`src/rtl/tmr_pkg.sv`:
```
// Shared definitions for the divided countdown timer.
// Assumes an 8-bit vector field and a 2-bit register address.
package tmr_pkg;
    localparam int VEC_W     = 8;
    localparam int MASK_POS  = 16;      // mask bit in the configuration word
    localparam int MODE_POS  = 17;      // periodic bit in the configuration word
    localparam int DIV_W     = 4;
    localparam logic [DIV_W-1:0] DIV_KEEP = 4'hB;
    localparam int EXP_W     = 3;       // prescaler exponent width
    localparam int PRE_W     = (1 << EXP_W) - 1;  // prescaler counter width

    typedef enum logic [1:0] {
        REG_CFG  = 2'd0,
        REG_INIT = 2'd1,
        REG_CUR  = 2'd2,
        REG_DIV  = 2'd3
    } tmr_reg_e;

    typedef struct packed {
        logic             periodic;
        logic             mask;
        logic [VEC_W-1:0] vec;
    } tmr_cfg_t;
endpackage

```
`src/rtl/tmr_regs.sv`:
```
// Holds the writable timer registers: configuration entry, start value and divide code.
// Produces a load strobe on start-value writes and a prescaler clear on start-value
// or divide writes. Assumes single-cycle writes; the counter address is not stored here.
module tmr_regs
    import tmr_pkg::*;
#(
    parameter int CNT_W = 32
) (
    input  logic             clk,
    input  logic             rst_n,
    input  logic             wr_en,
    input  logic [1:0]       addr,
    input  logic [CNT_W-1:0] wdata,
    output tmr_cfg_t         cfg_q,
    output logic [CNT_W-1:0] init_q,
    output logic [DIV_W-1:0] div_q,
    output logic             load,
    output logic             pre_clr
);
    logic wr_cfg, wr_init, wr_div;

    // Decode the write strobe per register.
    always_comb begin
        wr_cfg  = wr_en && (addr == REG_CFG);
        wr_init = wr_en && (addr == REG_INIT);
        wr_div  = wr_en && (addr == REG_DIV);
        load    = wr_init;
        pre_clr = wr_init || wr_div;
    end

    // Register storage with synchronous reset; the entry resets masked.
    always_ff @(posedge clk) begin
        if (!rst_n) begin
            cfg_q  <= '{periodic: 1'b0, mask: 1'b1, vec: '0};
            init_q <= '0;
            div_q  <= '0;
        end else begin
            if (wr_cfg)
                cfg_q <= '{periodic: wdata[MODE_POS], mask: wdata[MASK_POS],
                           vec: wdata[VEC_W-1:0]};
            if (wr_init)
                init_q <= wdata;
            if (wr_div)
                div_q <= wdata[DIV_W-1:0] & DIV_KEEP;
        end
    end

    p_div_unused_r2: assert property (@(posedge clk) disable iff (!rst_n)
        (div_q & ~DIV_KEEP) == '0);
endmodule

```
`src/rtl/tmr_prescaler.sv`:
```
// Power-of-two prescaler. The exponent is formed from divide-code bits 3,1,0 plus
// one, modulo 2^EXP_W, so code 0b1011 divides by 1. The tick is high in the last
// cycle of each period; a clear restarts the period.
module tmr_prescaler
    import tmr_pkg::*;
(
    input  logic             clk,
    input  logic             rst_n,
    input  logic             clr,
    input  logic [DIV_W-1:0] div_code,
    output logic             tick
);
    logic [EXP_W-1:0] expo;
    logic [PRE_W-1:0] lim;
    logic [PRE_W-1:0] pre_q;

    // Derive the exponent and the terminal prescaler value from the code.
    always_comb begin
        expo = {div_code[3], div_code[1:0]} + EXP_W'(1);
        lim  = (PRE_W'(1) << expo) - PRE_W'(1);
        tick = (pre_q == lim);
    end

    // Count cycles within a period; restart on clear or at the terminal value.
    always_ff @(posedge clk) begin
        if (!rst_n || clr)
            pre_q <= '0;
        else if (pre_q == lim)
            pre_q <= '0;
        else
            pre_q <= pre_q + PRE_W'(1);
    end

    p_pre_bound_r3: assert property (@(posedge clk) disable iff (!rst_n)
        pre_q <= lim);
endmodule

```
`src/rtl/tmr_downcount.sv`:
```
// The countdown core. It loads the start value on a load strobe and moves on once
// per tick while the start value is non-zero. It holds at zero in one-shot mode and
// reloads after zero in periodic mode. It pulses expire for one cycle, together with
// the captured vector, when the count reaches zero unmasked.
module tmr_downcount
    import tmr_pkg::*;
#(
    parameter int CNT_W = 32
) (
    input  logic             clk,
    input  logic             rst_n,
    input  logic             load,
    input  logic [CNT_W-1:0] load_val,
    input  logic [CNT_W-1:0] init_val,
    input  logic             tick,
    input  tmr_cfg_t         cfg,
    output logic [CNT_W-1:0] cur_q,
    output logic             expire_q,
    output logic [VEC_W-1:0] vec_q
);
    logic running;

    // The timer is idle while the start value is zero.
    always_comb running = (init_val != '0);

    // Counter, expiry pulse and vector capture.
    always_ff @(posedge clk) begin
        if (!rst_n) begin
            cur_q    <= '0;
            expire_q <= 1'b0;
            vec_q    <= '0;
        end else begin
            expire_q <= 1'b0;
            if (load) begin
                cur_q <= load_val;
            end else if (tick && running) begin
                if (cur_q == '0) begin
                    if (cfg.periodic)
                        cur_q <= init_val;
                end else begin
                    cur_q <= cur_q - CNT_W'(1);
                    if (cur_q == CNT_W'(1) && !cfg.mask) begin
                        expire_q <= 1'b1;
                        vec_q    <= cfg.vec;
                    end
                end
            end
        end
    end

    p_load_r4: assert property (@(posedge clk) disable iff (!rst_n)
        load |=> cur_q == $past(load_val));
    p_hold_no_tick_r4: assert property (@(posedge clk) disable iff (!rst_n)
        (!load && !tick) |=> $stable(cur_q));
    p_oneshot_hold_r5: assert property (@(posedge clk) disable iff (!rst_n)
        (!load && !cfg.periodic && cur_q == '0) |=> cur_q == '0);
    p_wrap_r6: assert property (@(posedge clk) disable iff (!rst_n)
        (!load && tick && running && cfg.periodic && cur_q == '0) |=> cur_q == $past(init_val));
    p_expire_zero_r7: assert property (@(posedge clk) disable iff (!rst_n)
        expire_q |-> cur_q == '0);
    p_expire_unmasked_r8: assert property (@(posedge clk) disable iff (!rst_n)
        expire_q |-> !$past(cfg.mask));
    p_idle_r9: assert property (@(posedge clk) disable iff (!rst_n)
        (!running && !load) |=> (!expire_q && $stable(cur_q)));
endmodule

```
`src/rtl/cntdown_timer.sv`:
```
// Top of the divided countdown timer. It joins the register file, the prescaler
// and the countdown core, and provides the read mux. The counter address is
// read-only. Assumes CNT_W is at least MODE_POS+1 so the configuration word fits.
module cntdown_timer
    import tmr_pkg::*;
#(
    parameter int CNT_W = 32
) (
    input  logic             clk,
    input  logic             rst_n,
    input  logic             wr_en,
    input  logic [1:0]       addr,
    input  logic [CNT_W-1:0] wdata,
    output logic [CNT_W-1:0] rdata,
    output logic             tick_o,
    output logic             expire_o,
    output logic [VEC_W-1:0] vector_o
);
    tmr_cfg_t         cfg_q;
    logic [CNT_W-1:0] init_q;
    logic [CNT_W-1:0] cur_q;
    logic [DIV_W-1:0] div_q;
    logic             load, pre_clr, tick;

    tmr_regs #(.CNT_W(CNT_W)) u_regs (
        .clk(clk), .rst_n(rst_n), .wr_en(wr_en), .addr(addr), .wdata(wdata),
        .cfg_q(cfg_q), .init_q(init_q), .div_q(div_q), .load(load), .pre_clr(pre_clr)
    );

    tmr_prescaler u_pre (
        .clk(clk), .rst_n(rst_n), .clr(pre_clr), .div_code(div_q), .tick(tick)
    );

    tmr_downcount #(.CNT_W(CNT_W)) u_cnt (
        .clk(clk), .rst_n(rst_n), .load(load), .load_val(wdata), .init_val(init_q),
        .tick(tick), .cfg(cfg_q), .cur_q(cur_q), .expire_q(expire_o), .vec_q(vector_o)
    );

    // Drive the tick out as a clock-enable.
    always_comb tick_o = tick;

    // Read mux; the configuration fields return at their write positions.
    always_comb begin
        rdata = '0;
        case (addr)
            REG_CFG: begin
                rdata[VEC_W-1:0] = cfg_q.vec;
                rdata[MASK_POS]  = cfg_q.mask;
                rdata[MODE_POS]  = cfg_q.periodic;
            end
            REG_INIT: rdata = init_q;
            REG_CUR:  rdata = cur_q;
            default:  rdata[DIV_W-1:0] = div_q;
        endcase
    end

    p_cur_readonly_r10: assert property (@(posedge clk) disable iff (!rst_n)
        (wr_en && addr == REG_CUR && !tick) |=> $stable(cur_q));
endmodule

```
`config.mk`:
```
export PLATFORM = sky130hd
export DESIGN_NAME = cntdown_timer
export DESIGN_NICKNAME = d
export VERILOG_FILES = /design/src/rtl/tmr_pkg.sv /design/src/rtl/tmr_regs.sv /design/src/rtl/tmr_prescaler.sv /design/src/rtl/tmr_downcount.sv /design/src/rtl/cntdown_timer.sv
export SDC_FILE = /design/constraint.sdc
export NUM_CORES = 1
export LEC_CHECK = 0
export BUFFER_PORTS_ARGS = -buffer_cell sky130_fd_sc_hd__clkbuf_2
export CAP_MARGIN = 10
export CORE_UTILIZATION = 30
export CTS_BUF_LIST = sky130_fd_sc_hd__clkbuf_16
export DETAILED_ROUTE_END_ITERATION = 16
export HOLD_SLACK_MARGIN = 0.06
export MAX_ROUTING_LAYER = met4
export PLACE_DENSITY = 0.47
export SLEW_MARGIN = 20
export SYNTH_ARGS = -nofsm -noshare
export SYNTH_HDL_FRONTEND = slang
export SYNTH_HIERARCHICAL = 1
export SYNTH_SLANG_ARGS = --single-unit
```
`constraint.sdc`:
```
create_clock -name clk -period 4.7 [get_ports clk]
set_input_delay 0.235 -clock clk [delete_from_list [all_inputs] [get_ports clk]]
set_output_delay 0.235 -clock clk [all_outputs]
set_load 0.01 [all_outputs]
```
# ---- Yosys cells after proc, flatten, opt, wreduce, memory -nomap -nowiden
# Index checks and enable logic that the tools add are counted.
dict set report totals {
  in_bits 37
  output_inout_bits 42
  ff_bits 93
  wordCells 51
}
dict set report op_classes {
  n_eq_ne 6
  bitwise_logic 4
  addsub 4
  shifts 1
  muxes 10
  reduce_logical 17
}
# operator n
set op_table {}
lappend op_table {{$mux W32} 4}
lappend op_table {{$eq A32 B1 Y1 const B} 1}
lappend op_table {{$logic_not A32 Y1} 1}
lappend op_table {{$reduce_bool A32 Y1} 1}
lappend op_table {{$sub A32 B1 Y32 const B} 1}
lappend op_table {{$pmux W14 S2} 1}
lappend op_table {{$pmux W4 S3} 2}
lappend op_table {{$pmux W8 S2} 1}
lappend op_table {{$add A7 B1 Y7 const B} 1}
lappend op_table {{$eq A7 B7 Y1} 1}
lappend op_table {{$shl A1 B3 Y7 const A} 1}
lappend op_table {{$sub A7 B2 Y7 const B} 1}
lappend op_table {{$pmux W2 S3} 1}
lappend op_table {{$logic_and A1 B1 Y1} 5}
lappend op_table {{$eq A2 B2 Y1 const B} 2}
lappend op_table {{$not A1 Y1} 4}
lappend op_table {{$reduce_and A4 Y1} 1}
lappend op_table {{$reduce_or A4 Y1} 1}
lappend op_table {{$add A3 B1 Y3 const B} 1}
lappend op_table {{$ne A3 B3 Y1 const B} 1}
lappend op_table {{$eq A2 B1 Y1 const B} 1}
lappend op_table {{$logic_not A1 Y1} 2}
lappend op_table {{$logic_not A2 Y1} 1}
lappend op_table {{$logic_or A1 B1 Y1} 2}
lappend op_table {{4 further kinds} 4}

# ---- Logic depth before layout (Yosys ltp)
# Gate-level depths: netlist (run 1).
dict set report depth {
  depth_word 7
  depth_mapped 14
  mapped_depth_nobuf 10
}

# ---- Modules after synthesis
# Netlist (run 1), hierarchy kept.
# module seq_area_each_um2 area_each_um2 cells_each instances
set modules_own_cells {}
lappend modules_own_cells {tmr_downcount 820.8 2842.7 367 1}
lappend modules_own_cells {tmr_regs 900.9 1770.4 188 1}
lappend modules_own_cells {tmr_prescaler 140.1 586.8 72 1}
lappend modules_own_cells {cntdown_timer 0.0 585.6 84 1}

# ---- Least setup slack after synthesis (run 1)
# Ideal clock, no wire load.
dict set report synth_path {
  path_type {register to register}
  start {register u_regs.div_q[1]}
  end {register u_cnt.vec_q[0]}
  arrival_time_ps 3348
  stages_incl_launch_ff 13
  setup_slack_ps 1224
  period_less_slack_ps 3476
  setup_time_ps 128
  required_time_ps 4572
  path_buffers 2
  cell_sequence {dfxtp_1 > buf_2 > or3_1 > ha_1 > buf_2 > xnor2_1 > o221ai_1 > a221o_1 > a211oi_4 > o211ai_1 > nor3_4 > mux2i_1 > nor2_1}
}
dict set report synth_between {
  elab_chain_cells 6
}
# item line_no
set synth_rtl {}
lappend synth_rtl {{from (decl)} tmr_regs.sv:16} ;# output logic [DIV_W-1:0] div_q,
lappend synth_rtl {{from (signal assigned)} tmr_regs.sv:44} ;# div_q <= wdata[DIV_W-1:0] & DIV_KEEP;
lappend synth_rtl {{$add A3 B1 Y3} tmr_prescaler.sv:19} ;# expo = {div_code[3], div_code[1:0]} + EXP_W'(1);
lappend synth_rtl {{$shl A1 B3 Y7} tmr_prescaler.sv:20} ;# lim = (PRE_W'(1) << expo) - PRE_W'(1);
lappend synth_rtl {{$sub A7 B2 Y7} tmr_prescaler.sv:20}
lappend synth_rtl {{$eq A7 B7 Y1} tmr_prescaler.sv:21} ;# tick = (pre_q == lim);
lappend synth_rtl {{named net tick_o} cntdown_timer.sv:15} ;# output logic tick_o,
lappend synth_rtl {{$logic_and A1 B1 Y1} tmr_downcount.sv:36} ;# end else if (tick && running) begin
lappend synth_rtl {{$reduce_and A4 Y1 (no source line)} n/a}
lappend synth_rtl {{to (signal assigned)} tmr_downcount.sv:44} ;# vec_q <= cfg.vec;
lappend synth_rtl {{to (decl)} tmr_downcount.sv:19} ;# output logic [VEC_W-1:0] vec_q
# The timed path passes the listed nets, and every way through them passes these cells.
# A chain may end at the register's enable or synchronous reset.

# ---- Final worst setup path (run 1)
dict set report layout_path {
  start {register u_regs.div_q[1]}
  end {register u_cnt.vec_q[2]}
}
dict set report layout_between {
  elab_chain_cells 6
}
# item line_no
set layout_rtl {}
lappend layout_rtl {{$add A3 B1 Y3} tmr_prescaler.sv:19}
lappend layout_rtl {{$shl A1 B3 Y7} tmr_prescaler.sv:20}
lappend layout_rtl {{$sub A7 B2 Y7} tmr_prescaler.sv:20}
lappend layout_rtl {{$eq A7 B7 Y1} tmr_prescaler.sv:21}
lappend layout_rtl {{$logic_and A1 B1 Y1} tmr_downcount.sv:36}
lappend layout_rtl {{$reduce_and A4 Y1 (no source line)} n/a}
# No other way between the ends.

==> results.md, run 1 <==
- Outcome: finished, final reports clean
- Most numerous cell in the Yosys netlist: nand2_1
- Placed Area: between 0.006 and 0.007 sq mm
- Cts hold-fix bufs: 0
- DRT antenna net count: 0
- Vias/cell: 5.53
- Max VDD drop: about 180 uV
- Clock root cell: clkbuf_16
- Crit path buf inv count: 0
- Number of vias in the routed layout: ~5600
- Logic gate share of total power: around 28%
- Cells after Synth: between 700 and 800
- Post-synth top flop: dfxtp_1
- Synth Net Count: between 700 and 800
- Worst slew pin tran: ~1.1 ns
- Max-cap violations: 0
- Fraction of layout cells with a size suffix above 1: 16.0%
- CTS max path bufs: 2
- CP Capture Type: flop
- Vias in the first global route: ~5500
- Die Height: approximately 140 um
- Setup Fix Bufs, Post-CTS: 0
- H-Tree Level Count: 3
- Detailed Route Iter0 Violations: ~420
- Synth top area share: between 30% and 40%
- Hold Vio Cnt, Final: 0
- Rel. slew slack: a little over a quarter
- Fill count: 2006
- Power Density: ~350 mW/mm^2
- Drt total wl: 19000 um
- Sw frac: 35.7%
- First-pass GRT wire length: 30100 um
- P_sw: ~830 uW
- Req. time, crit path: between 4 and 5 ns
- Worst path cell trace: or3_1 > ha_1 > xnor2_1 > o221ai_1 > a221o_1 > a211oi_4 > o211ai_1 > nor3_4 > mux2i_1 > nor2_1
- Final setup viols: 0
- Sink Count: between 90 and 100
- Final worst slack: 0.544 ns
- Top Ports: just under 80
- Final nets: a little under 800
- Die width: approximately 140 um
- P_int: 1490 uW
- WL per Instance: around 19 um
- Clock network power share: between 30% and 40%
- CTS tree: built
- Startpoint types: flop
- Clock skew: 0.00813 ns
- DR DRC count: 0
- Ys Warns: 6
- Final setup TNS: 0 ns
- Max incr delay on CP: between 0.7 and 0.8 ns
- Worst hold slack: around 0.12 ns
- GR Overflow Total: 0
- Synthesized area: 0.00579 sq mm
- Cell family with most CP delay: compound AO/OA/AOI/OAI gates
- Count of different cell masters after synthesis: a little under 80
- Routability cong.: a little under 0.9
- DIE AREA: slightly below 0.02 sq mm
- Fmax: 241 MHz
- Crit-path slowest cell: nor3_4
- Share of total power in sequential cells: approximately two fifths
- Core area: roughly 0.019 sq mm
- Worst-path fanout max: 14
- # resized after CTS: 0
- WP data arrival: 4.37 ns
- Largest net degree at the start of global routing: around 100
- Synth area leader: dfxtp_1
- Row cnt: 50
- Worst hold path type: in2reg
- Slew Limit Fails: 0
- Top cells by area, synth: dfxtp_1 32%, mux2i_1 11%, nand2_1 7.3%, a22oi_1 3.0%, nor2_1 2.7%
- Initial core utilization: about 30%
- Number of synthesized flops with an enable pin: 0
- Leak Pwr: between 0.002 and 0.003 uW
- Antenna violations before repair: 0
- Port bufs: 78
- Crit share post-route: approximately nine tenths
- CTS Buf Count: 9
- DP HPWL: around 13000 um
- Seq/Total Area, Yosys: between 30 and 40%
- Synthesized flop and latch total: 93
- Antenna diodes: 0
- Core Util, Final: about a third
- Area growth from synthesis to layout: 13.5%
- RSZ-0062 raised after global routing: false
- TritonRoute pass-1 iters: 5
- CTS clk-pin slew, worst paths: 0.07 ns
- Pre-CTS setup slack: roughly 0.6 ns
- Clk Latency, worst-skew pair: around 0.36 ns
- Design Area, Final: between 0.006 and 0.007 sq mm
- GRT Total Usage: 19.9%
- Async SR Flop Fraction: 0%
- Syn Area/Cell: between 8 and 9 sq um
- Min Clock Period, post-route: approximately 4.2 ns
- Setup Crit Path Kind: reg2reg
- Top cells by count, synth: 112 x nand2_1, 93 x dfxtp_1, 64 x mux2i_1
## worst register-to-register path, cell delays in order, from the launching register on
cell	delay, ns
dfxtp_1	0.45
or3_1	0.43
ha_1	0.28
xnor2_1	0.29
o221ai_1	0.17
a221o_1	0.32
a211oi_4	0.46
o211ai_1	0.56
nor3_4	0.72
mux2i_1	0.27
nor2_1	0.06
## power groups by stage
| stage | sequential, uW | clock [uW] | combinational (uW) |
|---|---|---|---|
| floorplan | 894 | 0 | 489 |
| global placement | 923 | 0 | 626 |
| detailed placement | 924 | 0 | 632 |
| CTS | 905 | 789 | 636 |
| global route | 915 | 817 | 702 |
| finish | 906 | 762 | 647 |
## registers in the layout, summed over array words and instances, names as in the netlist
register,flops
u_regs/div_q,3
u_cnt/expire_q,1
u_regs/init_q,32
u_regs/cfg_q,10
u_cnt/cur_q,32
u_cnt/vec_q,8
u_pre/pre_q,7
## path summary, 6_finish.rpt
| path | slack, ns | endpoint | from | cells past startpoint |
|---|---|---|---|---|
| worst max-delay path | 0.54 | u_cnt/vec_q[2] | u_regs/div_q[1] | 10 |
| worst min-delay path | 0.12 | u_regs/init_q[15] | wdata[15] | 3 |
| worst max register to register | 0.54 | u_cnt/vec_q[2] | u_regs/div_q[1] | 10 |
| worst min register to register | 0.48 | u_regs/cfg_q[2] | u_regs/cfg_q[2] | 2 |
## metrics by stage
stage | std cells | total power (uW)
floorplan | 711 | 1380
detailed placement | 1000 | 1560
global route | 1016 | 2430
CTS | 1016 | 2330
global placement | 1000 | 1550
finish | 1016 | 2320
## layout make-up
type / count / area, sq um / area share, %
multi-input cells: 549 / 3580 / 54.6
inverters: 14 / 52.6 / 0.801
clock inverters: 7 / 80.1 / 1.22
clock buffers: 9 / 225 / 3.43
repair buffers: 84 / 438 / 6.67
well taps: 260 / 325 / 4.96
flip-flops and latches: 93 / 1860 / 28.4
## layout by cell type (no fill, tap or decap), types with 5 or more instances in the layout
master,count
a21oi_1,23
a222oi_1,10
a22oi_1,23
a31oi_1,9
buf_4,7
clkbuf_16,9
clkbuf_2,77
dfxtp_1,93
ha_1,8
inv_1,13
mux2i_1,64
nand2_1,112
nand3_1,25
nor2_1,42
nor2b_1,23
nor3_1,19
nor3b_1,5
nor4_1,20
o211ai_1,14
o21ai_0,29
o21ai_1,6
o31ai_1,5
or3_1,6
xnor2_1,14
xor2_1,11
## cell families after synthesis
family / Yosys count / synth area share [%]
XOR/XNOR: 25 / 3.78
AND/OR/NAND/NOR: 298 / 26.7
buffers and inverters: 69 / 5.93
adder cells (fa/ha/maj): 8 / 1.73
multiplexers: 65 / 11.3
other: 1 / 0.0648
AO/OA/AOI/OAI: 152 / 18.3
flip-flops: 93 / 32.2
## layer usage
metal / up-vias / wire length [um] / global-route usage (%)
li1: 2660 / - / -
met1: 2741 / 8760 / 26.1
met2: 192 / 8780 / 30.7
met3: 22 / 1160 / 4.04
met4: 0 / 316 / 6.18
met5: - / 0 / -
No activity file was read; power rests on OpenSTA's default activity.
==> inputs of run 2 (changes only) <==
--- a/config.mk
+++ b/config.mk
@@ -12,7 +12,7 @@
 export DETAILED_ROUTE_END_ITERATION = 16
 export HOLD_SLACK_MARGIN = 0.06
 export MAX_ROUTING_LAYER = met4
-export PLACE_DENSITY = 0.47
+export PLACE_DENSITY = 0.59
 export SLEW_MARGIN = 20
 export SYNTH_ARGS = -nofsm -noshare
 export SYNTH_HDL_FRONTEND = slang
==> run 2 against run 1 <==
Net effect: via count is 2.1% lower; first-iteration DRC count is 29% higher; sequential cell count stayed put; critical path depth is 1 higher; combinational power is 0.6% lower; register-to-register slack better by 0.23 ns; power is 1.2% lower; core utilization is 0.053 points higher; non-clock buffer count is 3 higher; sequential share of layout area hardly changed; critical endpoint is now u_cnt/cur_q[10]; highest routed layer unchanged.
==> results.md, run 2 (same netlist as run 1, synthesis figures left out) <==
- CTS tree: built (unchanged)
- Max VDD drop: 199 uV (was 180 uV)
- Clock root cell: clkbuf_16 (unchanged)
- Placed Area: 0.00628 sq mm (was 0.00626 sq mm)
- Fraction of layout cells with a size suffix above 1: 16.1% (was 16.0%)
- Design Area, Final: 0.00657 sq mm (was 0.00656 sq mm)
- DR DRC count: 0 (unchanged)
- GR Overflow Total: 0 (unchanged)
- Largest net degree at the start of global routing: 102 (unchanged)
- Core area: 0.0188 sq mm (unchanged)
- DRT antenna net count: 0 (unchanged)
- Placed Cells: 1003 (was 1000)
- Min Clock Period, post-route: 3.93 ns (was 4.16 ns)
- Rel. slew slack: 30.1% (was 26.2%)
- Pre-CTS setup slack: 0.848 ns (was 0.605 ns)
- WP data arrival: 4.18 ns (was 4.37 ns)
- Regs by FF count: u_cnt/cur_q x32, u_regs/init_q x32, u_regs/cfg_q x10 (unchanged)
- Number of vias in the routed layout: 5498 (was 5615)
- Final setup viols: 0 (unchanged)
- Highest-count cells in the layout ignoring fill and taps: 112 x nand2_1, 93 x dfxtp_1, 77 x clkbuf_2 (unchanged)
- DP HPWL: 12200 um (was 13000 um)
- TritonRoute pass-1 iters: 5 (unchanged)
- Startpoint types: flop (unchanged)
- R2R cell count: 11 (was 10)
- Vias/cell: 5.40 (was 5.53)
- Fmax: 254 MHz (was 241 MHz)
- Max-cap violations: 0 (unchanged)
- Setup Crit Path Kind: reg2reg (unchanged)
- CTS Buf Count: 9 (unchanged)
- Final nets: 799 (was 796)
- Antenna diodes: 0 (unchanged)
- Fill count: 1979 (was 2006)
- RSZ-0062 raised after global routing: false (unchanged)
- Final worst slack: 0.769 ns (was 0.544 ns)
- Die width: 141 um (unchanged)
- # resized after CTS: 0 (unchanged)
- Row cnt: 50 (unchanged)
- Req. time, crit path: 4.95 ns (was 4.91 ns)
- Worst slew pin tran: 1.04 ns (was 1.10 ns)
- Hold Startpoint: wdata[29] (was wdata[15])
- Initial core utilization: 30.7% (unchanged)
- Reg2reg end: u_cnt/cur_q[10] (was u_cnt/vec_q[2])
- Detailed Route Iter0 Violations: 538 (was 416)
- Area growth from synthesis to layout: 13.6% (was 13.5%)
- DIE AREA: 0.0198 sq mm (unchanged)
- Worst hold path type: in2reg (unchanged)
- Sink Count: 93 (unchanged)
- Slew Limit Fails: 0 (unchanged)
- Outcome: finished, final reports clean (unchanged)
- Worst hold slack: 0.114 ns (was 0.118 ns)
- Hold Vio Cnt, Final: 0 (unchanged)
- WL per Instance: 17.5 um (was 18.7 um)
- Leak Pwr: 0.00251 uW (was 0.00250 uW)
- Port bufs: 78 (unchanged)
- Power Density: 348 mW/mm^2 (was 353 mW/mm^2)
- H-Tree Level Count: 3 (unchanged)
- Routability cong.: 0.878 (was 0.893)
- Clock skew: 0.00838 ns (was 0.00813 ns)
- Top Ports: 79 (unchanged)
- Vias in the first global route: 5174 (was 5459)
- Final setup TNS: 0 ns (unchanged)
- First-pass GRT wire length: 28400 um (was 30100 um)
- Non-Filler Instances: 1019 (was 1016)
- Hold-critical path depth: 3 (unchanged)
- Setup Fix Bufs, Post-CTS: 0 (unchanged)
- FF-to-FF setup slack: 0.77 ns (was 0.54 ns)
- Worst reg2reg startpoint: u_regs/div_q[1] (unchanged)
- Die Height: 141 um (unchanged)
- WHS Endpoint: u_regs/init_q[29] (was u_regs/init_q[15])
- Clk Latency, worst-skew pair: 0.36 ns (about the same)
- Commonest non-fill, non-tap cell in the layout: nand2_1 (unchanged)
- GRT Total Usage: 18.9% (was 19.9%)
- CTS clk-pin slew, worst paths: 0.07 ns (about the same)
- Cts hold-fix bufs: 0 (unchanged)
- Antenna violations before repair: 0 (unchanged)
- Worst-path fanout max: 14 (unchanged)
- CTS max path bufs: 2 (unchanged)
- Crit share post-route: 83.6% (was 88.4%)
- CP Capture Type: flop (unchanged)
- Drt total wl: 17900 um (was 19000 um)
run 2: cell count changes in the layout (fill, tap and decap cells not counted), sizes merged:
cell | previous run | this run
inv | 16 | 14
buf | 7 | 10
clkinv | 3 | 5
run 2: layer usage:
metal / vias to the layer above / global-route usage [%] / part of all wire (%)
li1: 2667 / - / -
met1: 2608 / 25.4 / 47
met2: 194 / 28.3 / 45
met3: 29 / 2.41 / 5.7
met4: 0 / 8.01 / 2.4
met5: - / - / 0
run 2: where the power goes:
part	internal (uW)	switching [uW]
combinational	245	397
sequential	833	71.5
clock	410	331
run 2: per-stage QoR:
step                      total power (uW)  util [%]
after detailed placement              1550      33.4
final                                 2290      34.9
after CTS                             2290      34.9
after floorplan                       1380         -
after global routing                  2400      34.9
after global placement                1550      33.4
run 2: how the worst max path moves through the flow:
stage | start | end | slack, ns | cells after the start
global placement | u_regs/div_q[1] | u_cnt/vec_q[2] | 0.99 | 11
CTS | u_regs/div_q[1] | u_cnt/vec_q[4] | 0.79 | 11
global route | u_regs/div_q[1] | u_cnt/cur_q[10] | 0.51 | 11
detailed placement | u_regs/div_q[1] | u_cnt/vec_q[4] | 0.85 | 11
floorplan | u_regs/div_q[1] | u_cnt/vec_q[0] | 1.22 | 12
finish | u_regs/div_q[1] | u_cnt/cur_q[10] | 0.77 | 11
run 2: layout make-up:
cell class                 instances  area, sq um  share of cell area (%)
clock buffer                       9          225                    3.43
clock inverter                     7         67.6                    1.03
inverter                          14         52.6                   0.799
multi-input combinational        549         3580                    54.5
sequential                        93         1860                    28.3
tap                              260          325                    4.95
timing repair buffer              87          460                    7.00
run 2: critical path, stage by stage (launching register included):
cell and delay (ns):
dfxtp_1 0.45, or3_1 0.43, ha_1 0.28, xnor2_1 0.30, o221ai_1 0.17, a221o_1 0.32, a211oi_4 0.20, buf_4 0.20
o211ai_1 0.42, nor2_1 0.68, o21ai_0 0.18, nor3b_1 0.18
